--- config.mk ---
export PLATFORM = sky130hd
export DESIGN_NAME = i2c_regbank_target
export DESIGN_NICKNAME = d
export VERILOG_FILES = /design/src/rtl/i2c_tgt_pkg.sv /design/src/rtl/i2c_bus_sync.sv /design/src/rtl/i2c_reg_store.sv /design/src/rtl/i2c_tgt_fsm.sv /design/src/rtl/i2c_regbank_target.sv
export SDC_FILE = /design/constraint.sdc
export NUM_CORES = 1
export LEC_CHECK = 0
export BUFFER_PORTS_ARGS = -buffer_cell sky130_fd_sc_hd__buf_2
export CAP_MARGIN = 20
export CORE_ASPECT_RATIO = 1.1
export CORE_MARGIN = 4
export CORE_UTILIZATION = 55
export CTS_BUF_LIST = sky130_fd_sc_hd__clkbuf_4
export CTS_CLUSTER_SIZE = 14
export DETAILED_ROUTE_END_ITERATION = 8
export PLACE_DENSITY_LB_ADDON = 0.12
export RECOVER_POWER = 25
export SLEW_MARGIN = 25
export SYNTH_ARGS = -nofsm -noshare
export SYNTH_HDL_FRONTEND = slang
export SYNTH_SLANG_ARGS = --single-unit
--- constraint.sdc ---
create_clock -name clk -period 2.45 [get_ports clk]
set_clock_uncertainty 0.1 [all_clocks]
set_input_delay 0.49 -clock clk [delete_from_list [all_inputs] [get_ports clk]]
set_output_delay 0.49 -clock clk [all_outputs]
set_load 0.01 [all_outputs]
--- src/rtl/i2c_tgt_pkg.sv ---
package i2c_tgt_pkg;
    typedef enum logic [3:0] {
        ST_IDLE,
        ST_DEVADDR,
        ST_DEVACK,
        ST_REGADDR,
        ST_REGACK,
        ST_WDATA,
        ST_WACK,
        ST_RDATA,
        ST_RACK,
        ST_IGNORE
    } tgt_state_e;
endpackage

--- src/rtl/i2c_bus_sync.sv ---
module i2c_bus_sync #(
    parameter int SYNC_STAGES = 2
) (
    input  logic clk,
    input  logic rst_n,
    input  logic scl_i,
    input  logic sda_i,
    output logic scl_s,
    output logic sda_s,
    output logic scl_rise,
    output logic scl_fall,
    output logic start_det,
    output logic stop_det
);
    localparam int DEPTH = SYNC_STAGES + 1;

    logic [DEPTH-1:0] scl_q;
    logic [DEPTH-1:0] sda_q;
    logic             scl_p;
    logic             sda_p;

    always_ff @(posedge clk or negedge rst_n) begin
        if (!rst_n) begin
            scl_q <= '1;
            sda_q <= '1;
        end else begin
            scl_q <= {scl_q[DEPTH-2:0], scl_i};
            sda_q <= {sda_q[DEPTH-2:0], sda_i};
        end
    end

    assign scl_s     = scl_q[DEPTH-2];
    assign sda_s     = sda_q[DEPTH-2];
    assign scl_p     = scl_q[DEPTH-1];
    assign sda_p     = sda_q[DEPTH-1];
    assign scl_rise  = scl_s & ~scl_p;
    assign scl_fall  = ~scl_s & scl_p;
    assign start_det = scl_s & scl_p & sda_p & ~sda_s;
    assign stop_det  = scl_s & scl_p & ~sda_p & sda_s;
endmodule

--- src/rtl/i2c_reg_store.sv ---
module i2c_reg_store #(
    parameter int NUM_REGS = 16,
    parameter int PW       = 5
) (
    input  logic          clk,
    input  logic          rst_n,
    input  logic          wr_en,
    input  logic [PW-1:0] addr,
    input  logic [7:0]    wr_data,
    output logic [7:0]    rd_data
);
    localparam int IW = $clog2(NUM_REGS);

    logic [7:0] mem [NUM_REGS];

    always_ff @(posedge clk or negedge rst_n) begin
        if (!rst_n) begin
            for (int i = 0; i < NUM_REGS; i++) mem[i] <= 8'h00;
        end else if (wr_en) begin
            mem[addr[IW-1:0]] <= wr_data;
        end
    end

    assign rd_data = (addr < PW'(NUM_REGS)) ? mem[addr[IW-1:0]] : 8'h00;

    // the controller never issues a store outside the bank
    a_r8_store_in_range: assert property (@(posedge clk) disable iff (!rst_n)
        wr_en |-> (addr < PW'(NUM_REGS)));
endmodule

--- src/rtl/i2c_tgt_fsm.sv ---
module i2c_tgt_fsm
    import i2c_tgt_pkg::*;
#(
    parameter logic [6:0] DEV_ADDR = 7'h33,
    parameter int         NUM_REGS = 16,
    parameter int         PW       = 5
) (
    input  logic          clk,
    input  logic          rst_n,
    input  logic          scl_s,
    input  logic          sda_s,
    input  logic          scl_rise,
    input  logic          scl_fall,
    input  logic          start_det,
    input  logic          stop_det,
    input  logic [7:0]    rd_data,
    output logic          sda_oe,
    output logic          wr_en,
    output logic [7:0]    wr_data,
    output logic [PW-1:0] ptr
);
    localparam logic [PW-1:0] PTR_END = PW'(NUM_REGS);

    tgt_state_e    state_q, state_d;
    logic [7:0]    shreg;
    logic [7:0]    tx;
    logic [3:0]    cnt;
    logic          mack_q;
    logic [PW-1:0] ptr_q;
    logic [PW-1:0] ptr_inc;
    logic          byte_done;
    logic          addr_hit;
    logic          bus_evt;

    assign byte_done = scl_fall && (cnt == 4'd8);
    assign addr_hit  = (shreg[7:1] == DEV_ADDR);
    assign bus_evt   = start_det || stop_det;
    assign ptr_inc   = (ptr_q == PTR_END) ? ptr_q : ptr_q + 1'b1;
    assign ptr       = ptr_q;

    // next-state selection
    always_comb begin
        state_d = state_q;
        if (start_det) begin
            state_d = ST_DEVADDR;
        end else if (stop_det) begin
            state_d = ST_IDLE;
        end else begin
            unique case (state_q)
                ST_IDLE:    state_d = ST_IDLE;
                ST_DEVADDR: if (byte_done) state_d = addr_hit ? ST_DEVACK : ST_IGNORE;
                ST_DEVACK:  if (scl_fall)  state_d = shreg[0] ? ST_RDATA : ST_REGADDR;
                ST_REGADDR: if (byte_done) state_d = ST_REGACK;
                ST_REGACK:  if (scl_fall)  state_d = ST_WDATA;
                ST_WDATA:   if (byte_done) state_d = ST_WACK;
                ST_WACK:    if (scl_fall)  state_d = ST_WDATA;
                ST_RDATA:   if (scl_fall && cnt == 4'd7) state_d = ST_RACK;
                ST_RACK:    if (scl_fall)  state_d = mack_q ? ST_RDATA : ST_IGNORE;
                ST_IGNORE:  state_d = ST_IGNORE;
                default:    state_d = ST_IDLE;
            endcase
        end
    end

    // state register
    always_ff @(posedge clk or negedge rst_n) begin
        if (!rst_n) state_q <= ST_IDLE;
        else        state_q <= state_d;
    end

    // datapath: shifter, bit counter, pointer, transmit byte
    always_ff @(posedge clk or negedge rst_n) begin
        if (!rst_n) begin
            shreg  <= 8'h00;
            tx     <= 8'h00;
            cnt    <= 4'd0;
            mack_q <= 1'b0;
            ptr_q  <= '0;
        end else if (bus_evt) begin
            cnt <= 4'd0;
        end else begin
            unique case (state_q)
                ST_DEVADDR: begin
                    if (scl_rise) begin
                        shreg <= {shreg[6:0], sda_s};
                        cnt   <= cnt + 4'd1;
                    end else if (byte_done) begin
                        cnt <= 4'd0;
                    end
                end
                ST_REGADDR: begin
                    if (scl_rise) begin
                        shreg <= {shreg[6:0], sda_s};
                        cnt   <= cnt + 4'd1;
                    end else if (byte_done) begin
                        cnt   <= 4'd0;
                        ptr_q <= (shreg >= 8'(NUM_REGS)) ? PTR_END : PW'(shreg);
                    end
                end
                ST_WDATA: begin
                    if (scl_rise) begin
                        shreg <= {shreg[6:0], sda_s};
                        cnt   <= cnt + 4'd1;
                    end else if (byte_done) begin
                        cnt   <= 4'd0;
                        ptr_q <= ptr_inc;
                    end
                end
                ST_DEVACK: begin
                    if (scl_fall && shreg[0]) begin
                        tx  <= rd_data;
                        cnt <= 4'd0;
                    end
                end
                ST_RDATA: begin
                    if (scl_fall) begin
                        if (cnt == 4'd7) begin
                            cnt   <= 4'd0;
                            ptr_q <= ptr_inc;
                        end else begin
                            tx  <= {tx[6:0], 1'b0};
                            cnt <= cnt + 4'd1;
                        end
                    end
                end
                ST_RACK: begin
                    if (scl_rise) mack_q <= ~sda_s;
                    if (scl_fall) tx <= rd_data;
                end
                ST_IDLE, ST_REGACK, ST_WACK, ST_IGNORE: begin
                end
                default: begin
                end
            endcase
        end
    end

    // outputs
    always_comb begin
        unique case (state_q)
            ST_DEVACK, ST_REGACK, ST_WACK: sda_oe = 1'b1;
            ST_RDATA:                      sda_oe = ~tx[7];
            default:                       sda_oe = 1'b0;
        endcase
        wr_en   = (state_q == ST_WDATA) && byte_done && !bus_evt && (ptr_q != PTR_END);
        wr_data = shreg;
    end

    // SDA drive only moves during the SCL low phase
    a_r11_drive_low_phase: assert property (@(posedge clk) disable iff (!rst_n)
        !$stable(sda_oe) |-> !scl_s);
    // START re-arms header reception with a cleared bit count
    a_r3_start_rearm: assert property (@(posedge clk) disable iff (!rst_n)
        start_det |=> (state_q == ST_DEVADDR) && (cnt == 4'd0));
    // STOP returns to idle with SDA released
    a_r3_stop_idle: assert property (@(posedge clk) disable iff (!rst_n)
        stop_det |=> (state_q == ST_IDLE) && !sda_oe);
    // pointer saturates
    a_r7_ptr_bound: assert property (@(posedge clk) disable iff (!rst_n)
        ptr_q <= PTR_END);
    // each stored byte advances the pointer by one
    a_r6_ptr_step: assert property (@(posedge clk) disable iff (!rst_n)
        wr_en |=> (ptr_q == PW'($past(ptr_q) + 1'b1)));
endmodule

--- src/rtl/i2c_regbank_target.sv ---
module i2c_regbank_target #(
    parameter logic [6:0] DEV_ADDR    = 7'h33,
    parameter int         NUM_REGS    = 16,
    parameter int         SYNC_STAGES = 2
) (
    input  logic clk,
    input  logic rst_n,
    input  logic scl_i,
    input  logic sda_i,
    output logic sda_oe
);
    localparam int PW = $clog2(NUM_REGS + 1);

    logic          scl_s, sda_s, scl_rise, scl_fall, start_det, stop_det;
    logic          wr_en;
    logic [7:0]    wr_data, rd_data;
    logic [PW-1:0] ptr;

    i2c_bus_sync #(.SYNC_STAGES(SYNC_STAGES)) u_sync (
        .clk       (clk),
        .rst_n     (rst_n),
        .scl_i     (scl_i),
        .sda_i     (sda_i),
        .scl_s     (scl_s),
        .sda_s     (sda_s),
        .scl_rise  (scl_rise),
        .scl_fall  (scl_fall),
        .start_det (start_det),
        .stop_det  (stop_det)
    );

    i2c_tgt_fsm #(.DEV_ADDR(DEV_ADDR), .NUM_REGS(NUM_REGS), .PW(PW)) u_fsm (
        .clk       (clk),
        .rst_n     (rst_n),
        .scl_s     (scl_s),
        .sda_s     (sda_s),
        .scl_rise  (scl_rise),
        .scl_fall  (scl_fall),
        .start_det (start_det),
        .stop_det  (stop_det),
        .rd_data   (rd_data),
        .sda_oe    (sda_oe),
        .wr_en     (wr_en),
        .wr_data   (wr_data),
        .ptr       (ptr)
    );

    i2c_reg_store #(.NUM_REGS(NUM_REGS), .PW(PW)) u_store (
        .clk     (clk),
        .rst_n   (rst_n),
        .wr_en   (wr_en),
        .addr    (ptr),
        .wr_data (wr_data),
        .rd_data (rd_data)
    );
endmodule

Word-level counts from Yosys, hierarchy flattened. Cells that the tools add are included.

Flip-flop bits (word level): 164. Bits of input ports: 4. Output and inout port bits: 1. Logic and storage cells: 140.

Add/subtract/negate cells: 2. Order comparisons: 4. Equal/unequal tests: 33. Multiplexer cells: 42. Bitwise operators: 14. Reductions and logical operators: 21.

Operators with widths (count): $bwmux W128 (1); $mux W4 (17); $mux W8 (8); $mux W5 (8); $bmux W8 S4 (1); $demux W8 S4 (1); $ne A4 B1 Y1 const B (8); $pmux W4 S8 (1); $pmux W8 S3 (1); $eq A4 B3 Y1 const B (5); $pmux W5 S3 (1); $eq A4 B4 Y1 const B (3); $ne A2 B1 Y1 const B (6); $pmux W4 S3 (1); $eq A4 B2 Y1 const B (2); $ge A8 B5 Y1 const B (1); $reduce_and A8 Y1 (1); $and A1 B1 Y1 (7); $eq A7 B6 Y1 const B (1); $logic_and A1 B1 Y1 (7); $reduce_and A7 Y1 (1); $ne A2 B2 Y1 const B (3); $ne A3 B1 Y1 const B (2); $not A1 Y1 (6); 20 further kinds (23).

Depth between registers and ports, before layout. Gate-level depths: netlist (run 1).

Depth in word-level cells: 7. Mapped depth: 10.

By module. From an unflattened synthesis (run 1), not the netlist that was laid out.

Cells, all modules: 614. Area, all modules: 8122.8 um^2.

Modules (own cells, without submodules): i2c_reg_store (times used 1, cells an instance 395, area an instance 5938.2 um^2, seq. area each 3203.1 um^2); i2c_tgt_fsm (times used 1, cells an instance 209, area an instance 1994.4 um^2, seq. area each 750.7 um^2); i2c_bus_sync (times used 1, cells an instance 10, area an instance 190.2 um^2, seq. area each 157.7 um^2).

Worst setup path after synthesis (run 1). Ideal clock, no wire load.

Path kind: reg2reg. Start: register u_fsm.ptr_q[1] (netlist: u_fsm.ptr[1]). End: register u_fsm.ptr_q[0] (netlist: u_fsm.ptr[0]). Setup time: 0.131 ns. Arrival: 2.321 ns. Slack: -0.102 ns. Cell stages (with the launch flop): 11. Buffers on the path: 3. Path through: dfrtp_1 -> buf_2 -> buf_2 -> buf_2 -> inv_1 -> ha_1 -> nand2b_1 -> nor3_1 -> nor4_2 -> and2_1 -> o211ai_1.

Word-level cells in the longest chain between the ends: 5.

Ends and longest elaborated chain: start: declaration (RTL line i2c_tgt_fsm.sv:29) `logic [PW-1:0] ptr_q;`; start signal: assignment (RTL line i2c_tgt_fsm.sv:97) `ptr_q <= (shreg >= 8'(NUM_REGS)) ? PTR_END : PW'(shreg);`; start signal: assignment (RTL line i2c_tgt_fsm.sv:106) `ptr_q <= ptr_inc;`; start signal: assignment (RTL line i2c_tgt_fsm.sv:119) `ptr_q <= ptr_inc;`; $eq A5 B5 Y1 (*) (RTL line i2c_tgt_fsm.sv:38) `assign ptr_inc = (ptr_q == PTR_END) ? ptr_q : ptr_q + 1'b1;`; $mux W5 (*) (RTL line i2c_tgt_fsm.sv:38); $mux W5, on equally long branches (RTL line i2c_tgt_fsm.sv:117, i2c_tgt_fsm.sv:104); $mux W5, on equally long branches (RTL line i2c_tgt_fsm.sv:116, i2c_tgt_fsm.sv:101); $pmux W5 S3 (*) (RTL line i2c_tgt_fsm.sv:82) `unique case (state_q)`.

Mark *: on every way between the ends. The rest lies on a longest branch, timed or not. The select of a mux whose other input is x is not followed. A chain may end at the register's enable or synchronous reset.

Final worst setup path (run 1).
Start: register u_sync.scl_q[1]. End: register u_fsm.state_q[0].

Word-level cells in the longest chain between the ends: 5.

Ends and longest elaborated chain: start: declaration (RTL line i2c_bus_sync.sv:17) `logic [DEPTH-1:0] scl_q;`; start signal: assignment (RTL line i2c_bus_sync.sv:27) `scl_q <= {scl_q[DEPTH-2:0], scl_i};`; $and A1 B1 Y1 / $not A1 Y1 (equally long branches) (RTL line i2c_bus_sync.sv:38, i2c_bus_sync.sv:39, i2c_bus_sync.sv:37); $and A1 B1 Y1, on equally long branches (RTL line i2c_bus_sync.sv:39, i2c_bus_sync.sv:37, i2c_bus_sync.sv:38); $and A1 B1 Y1, or another cell as far along (RTL line i2c_bus_sync.sv:39) `assign stop_det = scl_s & scl_p & ~sda_p & sda_s;`; $ne A4 B1 Y1 (no line) / $mux W4 (equally long branches); $reduce_and A7 Y1 (no line) / $mux W4 (equally long branches); end signal: assignment (RTL line i2c_tgt_fsm.sv:68) `else state_q <= state_d;`; end: declaration (RTL line i2c_tgt_fsm.sv:24) `tgt_state_e state_q, state_d;`.

Parallel ways exist; a longest one is shown, timed or not.

==> impl_results.md, run 1 <==
- Initial Util: 55.89%
- Clk buf depth: 2
- Setup Viol. Count Final: 0
- Nets@finish: 657
- Share of cells above drive strength 1: 36.06%
- Final worst path period share: 95.52%
- Min Tclk post-route: 2.340 ns
- Post-synth net total: 638
- DRC Markers: 0
- # rows: 46
- GRT Total Usage: 23.34%
- Top Ports: 5
- Chip Width: 123.1 µm
- R2R Path End: u_fsm.state_q[0]
- Area grow syn2layout: 8.138%
- Grt ovf: 0
- CTS tree: built
- Startpoint types: flip-flop
- Met3 Usage GRT: 4.189%
- Setup crit end kind: flip-flop
- End point of the critical path: u_fsm.state_q[0]
- Placed insts: 817
- Avg Inst Size Synth: 12.76 µm²
- Yosys warnings: 0
- Synth top cells by count: 158 x dfrtp_1, 136 x mux2_2, 58 x mux2i_1, 32 x a22oi_1, 27 x clkbuf_1
- DRT Wirelength: 17.77 mm
- Placed Area: 0.008417 mm²
- Largest net degree at the start of global routing: 66
- Synth Instances: 628
- PwrDens: 907.9 mW/mm²
- Cell taking the most area after synthesis: dfrtp_1
- Class of the worst hold path: reg2reg
- PortBufs: 4
- GP Congestion: 0.8474
- WP data required: 2.81 ns
- Max Fclk: 0.4273 GHz
- Primary FF master, synth: dfrtp_1
- Final TNS setup: 0 ns
- Post-layout util: 60.44%
- Routed Antenna Nets: 0
- Starting DRT DRC Count: 421
- Slew Limit Fails: 0
- Worst EP arrival: 2.70 ns
- Reg-to-Reg Start: u_sync.scl_q[1]
- DR vias/cell: 6.109
- Final cell count without fillers: 852
- FF-to-FF setup slack: 0.11 ns
- Most Crowded Layer GR: met2
- Core ar.: 0.01433 mm²
- Design Area, Final: 0.008662 mm²
- Post-synthesis sequential area ratio: 51.33%
- Grt met1 use: 32.06%
- Grt met2 use: 37.95%
- DR pass1 iterations: 5
- Worst slew margin relative to its limit: 46.10%
- Sink Count: 164
- CTS clk-pin slew, worst paths: 0.13 ns
- Total number of vias: 5,205
- HPWL Detailed: 12.09 mm
- Worst-Skew Late Latency: 0.56 ns
- Die area: 0.01656 mm²
- Vias in the first global route: 5,355
- Top cells by area, synth: dfrtp_1 49%, mux2_2 19%, mux2i_1 7.2%, a22oi_1 3.0%, dfstp_2 2.0%
- Critical path fanouts, max: 9
- EDFF count, synth: 0
- RSZ-0062 raised after global routing: false
- Max cap viols: 0
- Initial antenna violation count: 0
- Root Buffer: clkbuf_4
- Flops & latches, synth: 164
- Mapped cell area: 0.008010 mm²
- Worst-Margin Slew: 0.8023 ns
- Setup Crit Path Kind: reg2reg
- CTS buffer count: 17
- Maximum VDD drop: 0.3678 mV
- Die Y-Extent: 134.6 µm
- DR WL/cell: 20.86 µm
- Run status: completed
- P_leak: 4.209 nW
- H-tree depth: 4
- Ant. Diodes: 0
- Reg2Reg Depth: 5
- Most common cell in the netlist: dfrtp_1
- Post-synth ARST share: 100.0%
- First-pass GRT wire length: 29.53 mm
- Post-synth top area share: 49.36%
- Synth unique cells: 58
- Post-CTS setup buffer count: 0
- Fin. Hold Viols: 0
- CP startpoint: u_sync.scl_q[1]
[cell families (layout without fill, tap and decap cells)]
family,after synthesis,count (layout),synth area share [%]
buf+inv,54,86,2.843
mux,199,199,27.77
xor+xnor,4,4,0.4374
fa+ha+maj,6,6,0.9372
flops,164,164,51.33
simple gates,106,106,7.841
compound gates,95,95,8.841
[layer usage]
metal,up-vias,wire (µm)
li1,2376,-
met1,2699,8066
met2,105,8822
met3,25,543
met4,0,339
met5,-,0
[report_power, final]
part	leakage [nW]	switching, mW	internal, mW
logic	1.86	1.98	1.27
registers	2.23	0.248	2.93
clock network	0.125	0.918	0.516
total	4.21	3.15	4.71
[sequential cells by signal, summed over array words and instances (netlist names)]
register       cells
u_fsm.cnt          4
u_sync.sda_q       3
u_fsm.state_q      4
u_sync.scl_q       3
u_fsm.wr_data      8
u_store.mem      128
u_fsm.ptr          5
u_fsm.mack_q       1
u_fsm.tx           8
[metrics by stage]
| step | total power, mW | hold WS (ns) | setup slack (ns) |
|---|---|---|---|
| finish | 7.864 | 0.2678 | 0.1099 |
| global route | 8.306 | 0.2783 | 0.02732 |
| CTS | 7.888 | 0.2641 | 0.09495 |
| detailed placement | 6.471 | 0.2475 | 0.1537 |
| global placement | 6.420 | 0.2457 | 0.1692 |
| floorplan | 5.356 | 0.09441 | 0.03913 |
[cell usage in the layout (no fill, tap or decap), drive strengths merged, types with 13 or more instances in the layout]
cell type / n
dfrtp: 158
mux2: 136
mux2i: 58
buf: 42
a22oi: 32
nor2: 23
clkbuf: 22
nand2: 18
nand3: 14
a21oi: 13
[critical path: stages, from the launching register on]
cell,delay (ns)
dfstp_1,0.70
and4bb_4,0.28
a211oi_1,0.51
a221oi_2,0.11
mux2_2,0.31
a22o_1,0.23
[cell type report]
type / instances / area [µm²]
clock buffer: 20 / 150.1
clock inverter: 12 / 90.09
multi-input combinational: 410 / 3675
inverter: 7 / 26.28
fill: 1143 / 5669
tap: 192 / 240.2
timing repair buffer: 47 / 364.1
sequential: 164 / 4116
[worst min-delay path by stage]
stage	start	cells past startpoint	end	slack, ns
5_1_grt	u_sync.sda_q[0]	0	u_sync.sda_q[1]	0.28
6_report	u_sync.sda_q[0]	0	u_sync.sda_q[1]	0.27
3_5_place_dp	u_sync.scl_q[0]	0	u_sync.scl_q[1]	0.25
2_1_floorplan	rst_n	0	u_fsm.cnt[0]	0.09
3_3_place_gp	u_sync.sda_q[0]	0	u_sync.sda_q[1]	0.25
4_1_cts	u_sync.scl_q[0]	0	u_sync.scl_q[1]	0.26
[repair_timing]
item | CTS | global route
endpoints found under the hold margin | 62 | 0
resized for setup | 0 | 2
hold buffers | 3 | 0
endpoints found under the setup margin | 0 | 1
Note: power is estimated with default switching activity, not from simulation.
==> run 2, diff against run 1 <==
--- a/config.mk
+++ b/config.mk
@@ -13,7 +13,7 @@
 export CTS_BUF_LIST = sky130_fd_sc_hd__clkbuf_4
 export CTS_CLUSTER_SIZE = 14
 export DETAILED_ROUTE_END_ITERATION = 8
-export PLACE_DENSITY_LB_ADDON = 0.12
+export PLACE_DENSITY_LB_ADDON = 0.3
 export RECOVER_POWER = 25
 export SLEW_MARGIN = 25
 export SYNTH_ARGS = -nofsm -noshare
==> constraint.sdc (replaced) <==
create_clock -name clk -period 2.8 [get_ports clk]
set_clock_uncertainty 0.1 [all_clocks]
set_input_delay 0.56 -clock clk [delete_from_list [all_inputs] [get_ports clk]]
set_output_delay 0.56 -clock clk [all_outputs]
set_load 0.01 [all_outputs]
==> run 2 against run 1 <==
  * The run now ends with max-capacitance violations, max-slew violations left
  * Critical path depth is 2 higher
  * Cell count is 2.2% lower
  * Clock power is 12% higher
  * First-iteration DRC count is 9.5% higher
  * Critical path type unchanged
  * Highest routed layer unchanged
==> impl_results.md, run 2 (same netlist as run 1, synthesis figures left out) <==
- Run status: finished with violations (was completed)
- Failing checks: max-capacitance violations, max-slew violations
- GRT Total Usage: 22.71% (was 23.34%)
- Post-Place Setup Slack: 0.3128 ns (was 0.1537 ns)
- Most common cell after layout, fill and taps aside: dfrtp_1 (unchanged)
- Max cap viols: 1 (was 0)
- Most frequent cells in the layout: 157 x dfrtp_1, 136 x mux2_2, 58 x mux2i_1 (was 156 x dfrtp_1, 136 x mux2_2, 58 x mux2i_1)
- Fillers: 1,152 (was 1,143)
- Fin. Hold Viols: 0 (unchanged)
- Total number of vias: 5,214 (was 5,205)
- Area grow syn2layout: 7.669% (was 8.138%)
- Worst-case hold slack: 0.2705 ns (was 0.2678 ns)
- Initial antenna violation count: 0 (unchanged)
- Total Power: 7.122 mW (was 7.864 mW)
- Min Tclk post-route: 2.557 ns (was 2.340 ns)
- DR vias/cell: 6.259 (was 6.109)
- Nets@finish: 638 (was 657)
- CTS clk-pin slew, worst paths: 0.13 ns (about the same)
- Clk buf depth: 2 (unchanged)
- CTS resizes: 0 (unchanged)
- H-tree depth: 4 (unchanged)
- PwrDens: 825.8 mW/mm² (was 907.9 mW/mm²)
- Initial Util: 55.89% (unchanged)
- Final worst path period share: 91.33% (was 95.52%)
- # rows: 46 (unchanged)
- DRC Markers: 0 (unchanged)
- Top Ports: 5 (unchanged)
- Seq. cell area: 0.004115 mm² (was 0.004116 mm²)
- Core ar.: 0.01433 mm² (unchanged)
- Starting DRT DRC Count: 461 (was 421)
- Final TNS setup: 0 ns (unchanged)
- CTS tree: built (unchanged)
- HPWL Detailed: 11.57 mm (was 12.09 mm)
- Setup Crit Path Kind: reg2reg (unchanged)
- Reg with most FFs: u_store.mem (unchanged)
- Setup crit end kind: flip-flop (unchanged)
- Max reg flops: 128 (unchanged)
- Multi-input logic area: 0.003671 mm² (was 0.003675 mm²)
- Share of cells above drive strength 1: 33.70% (was 36.06%)
- DR pass1 iterations: 7 (was 5)
- DR WL/cell: 20.89 µm (was 20.86 µm)
- CTS buffer count: 17 (unchanged)
- Die area: 0.01656 mm² (unchanged)
- Setup Viol. Count Final: 0 (unchanged)
- Vias in the first global route: 5,235 (was 5,355)
- P_leak: 4.158 nW (was 4.209 nW)
- Startpoint types: flip-flop (unchanged)
- Worst slew margin relative to its limit: -36.43% (was 46.10%)
- Setup WS post-layout: 0.2428 ns (was 0.1099 ns)
- First-pass GRT wire length: 28.57 mm (was 29.53 mm)
- Worst-Margin Slew: 2.046 ns (was 0.8023 ns)
- Worst-Skew Late Latency: 0.57 ns (was 0.56 ns)
- Die Y-Extent: 134.6 µm (unchanged)
- Root Buffer: clkbuf_4 (unchanged)
- Design Area, Final: 0.008625 mm² (was 0.008662 mm²)
- PortBufs: 4 (unchanged)
- Ant. Diodes: 0 (unchanged)
- Sink Count: 164 (unchanged)
- Max Fclk: 0.3911 GHz (was 0.4273 GHz)
- Largest net degree at the start of global routing: 67 (was 66)
- Slew Limit Fails: 35 (was 0)
- RSZ-0062 raised after global routing: false (unchanged)
- Routed Antenna Nets: 0 (unchanged)
- Critical path fanouts, max: 17 (was 9)
- DRT Wirelength: 17.40 mm (was 17.77 mm)
- Chip Width: 123.1 µm (unchanged)
- Grt ovf: 0 (unchanged)
- Placed Area: 0.008262 mm² (was 0.008417 mm²)
- WP data required: 3.19 ns (was 2.81 ns)
- Worst EP arrival: 2.95 ns (was 2.70 ns)
- GP Congestion: 0.8988 (was 0.8474)
- Maximum VDD drop: 0.3461 mV (was 0.3678 mV)
- Class of the worst hold path: reg2reg (unchanged)
## run 2: cell types whose count changed in the layout (fill, tap and decap cells not counted), sizes merged
cell    delta
buf       -18
bufinv     +4
clkbuf     -4
clkinv     -1
## run 2: per-stage QoR
| step | instances | util, % |
|---|---|---|
| after floorplan | 628 | - |
| after global placement | 798 | 57.65 |
| after detailed placement | 798 | 57.65 |
| after CTS | 833 | 60.23 |
| after global routing | 833 | 60.18 |
| final | 833 | 60.18 |
## run 2: layer usage
metal	up-vias	routed length (µm)	global-route usage [%]	part of all wire, %
met2	138	8550	36.58	49
met1	2711	7848	31.14	45
li1	2337	-	-	-
met3	28	728	5.111	4.2
met5	-	0	0	0
met4	0	274	6.523	1.6
## run 2: where the power goes
part	total, mW	internal (mW)	switching (mW)
registers	3.00	2.56	0.439
clock network	1.60	0.787	0.818
logic	2.52	1.01	1.51
total	7.12	4.36	2.76
## run 2: worst paths after layout
path / from / slack (ns) / cells after the start / endpoint
min in group asynchronous: rst_n / 1.00 / 2 / u_fsm.wr_data[0]
min: u_sync.scl_q[0] / 0.27 / 0 / u_sync.scl_q[1]
min reg2reg: u_sync.scl_q[0] / 0.27 / 0 / u_sync.scl_q[1]
max in group asynchronous: rst_n / 0.42 / 3 / u_store.mem[63]
max: u_fsm.state_q[2] / 0.24 / 7 / u_fsm.tx[1]
max reg2reg: u_fsm.state_q[2] / 0.24 / 7 / u_fsm.tx[1]
## run 2: layout make-up
type | instances | area share, %
well taps | 192 | 2.785
flip-flops and latches | 164 | 47.72
repair buffers | 28 | 2.684
clock buffers | 17 | 1.480
multi-input cells | 410 | 42.56
clock inverters | 15 | 2.466
inverters | 7 | 0.3047
## run 2: timing repair
action                    4_1_cts  5_1_grt
hold buffers                    3        0
buffers inserted                0        0
hold endpoints to repair       30        0
## run 2: worst max-delay path, stage by stage (launching register included)
cell and delay [ns]:
dfrtp_1 0.65, buf_4 0.24, and4b_1 0.57, nand2b_1 0.22
a21oi_1 0.23, buf_4 0.25, nor2_1 0.06, a31oi_1 0.16
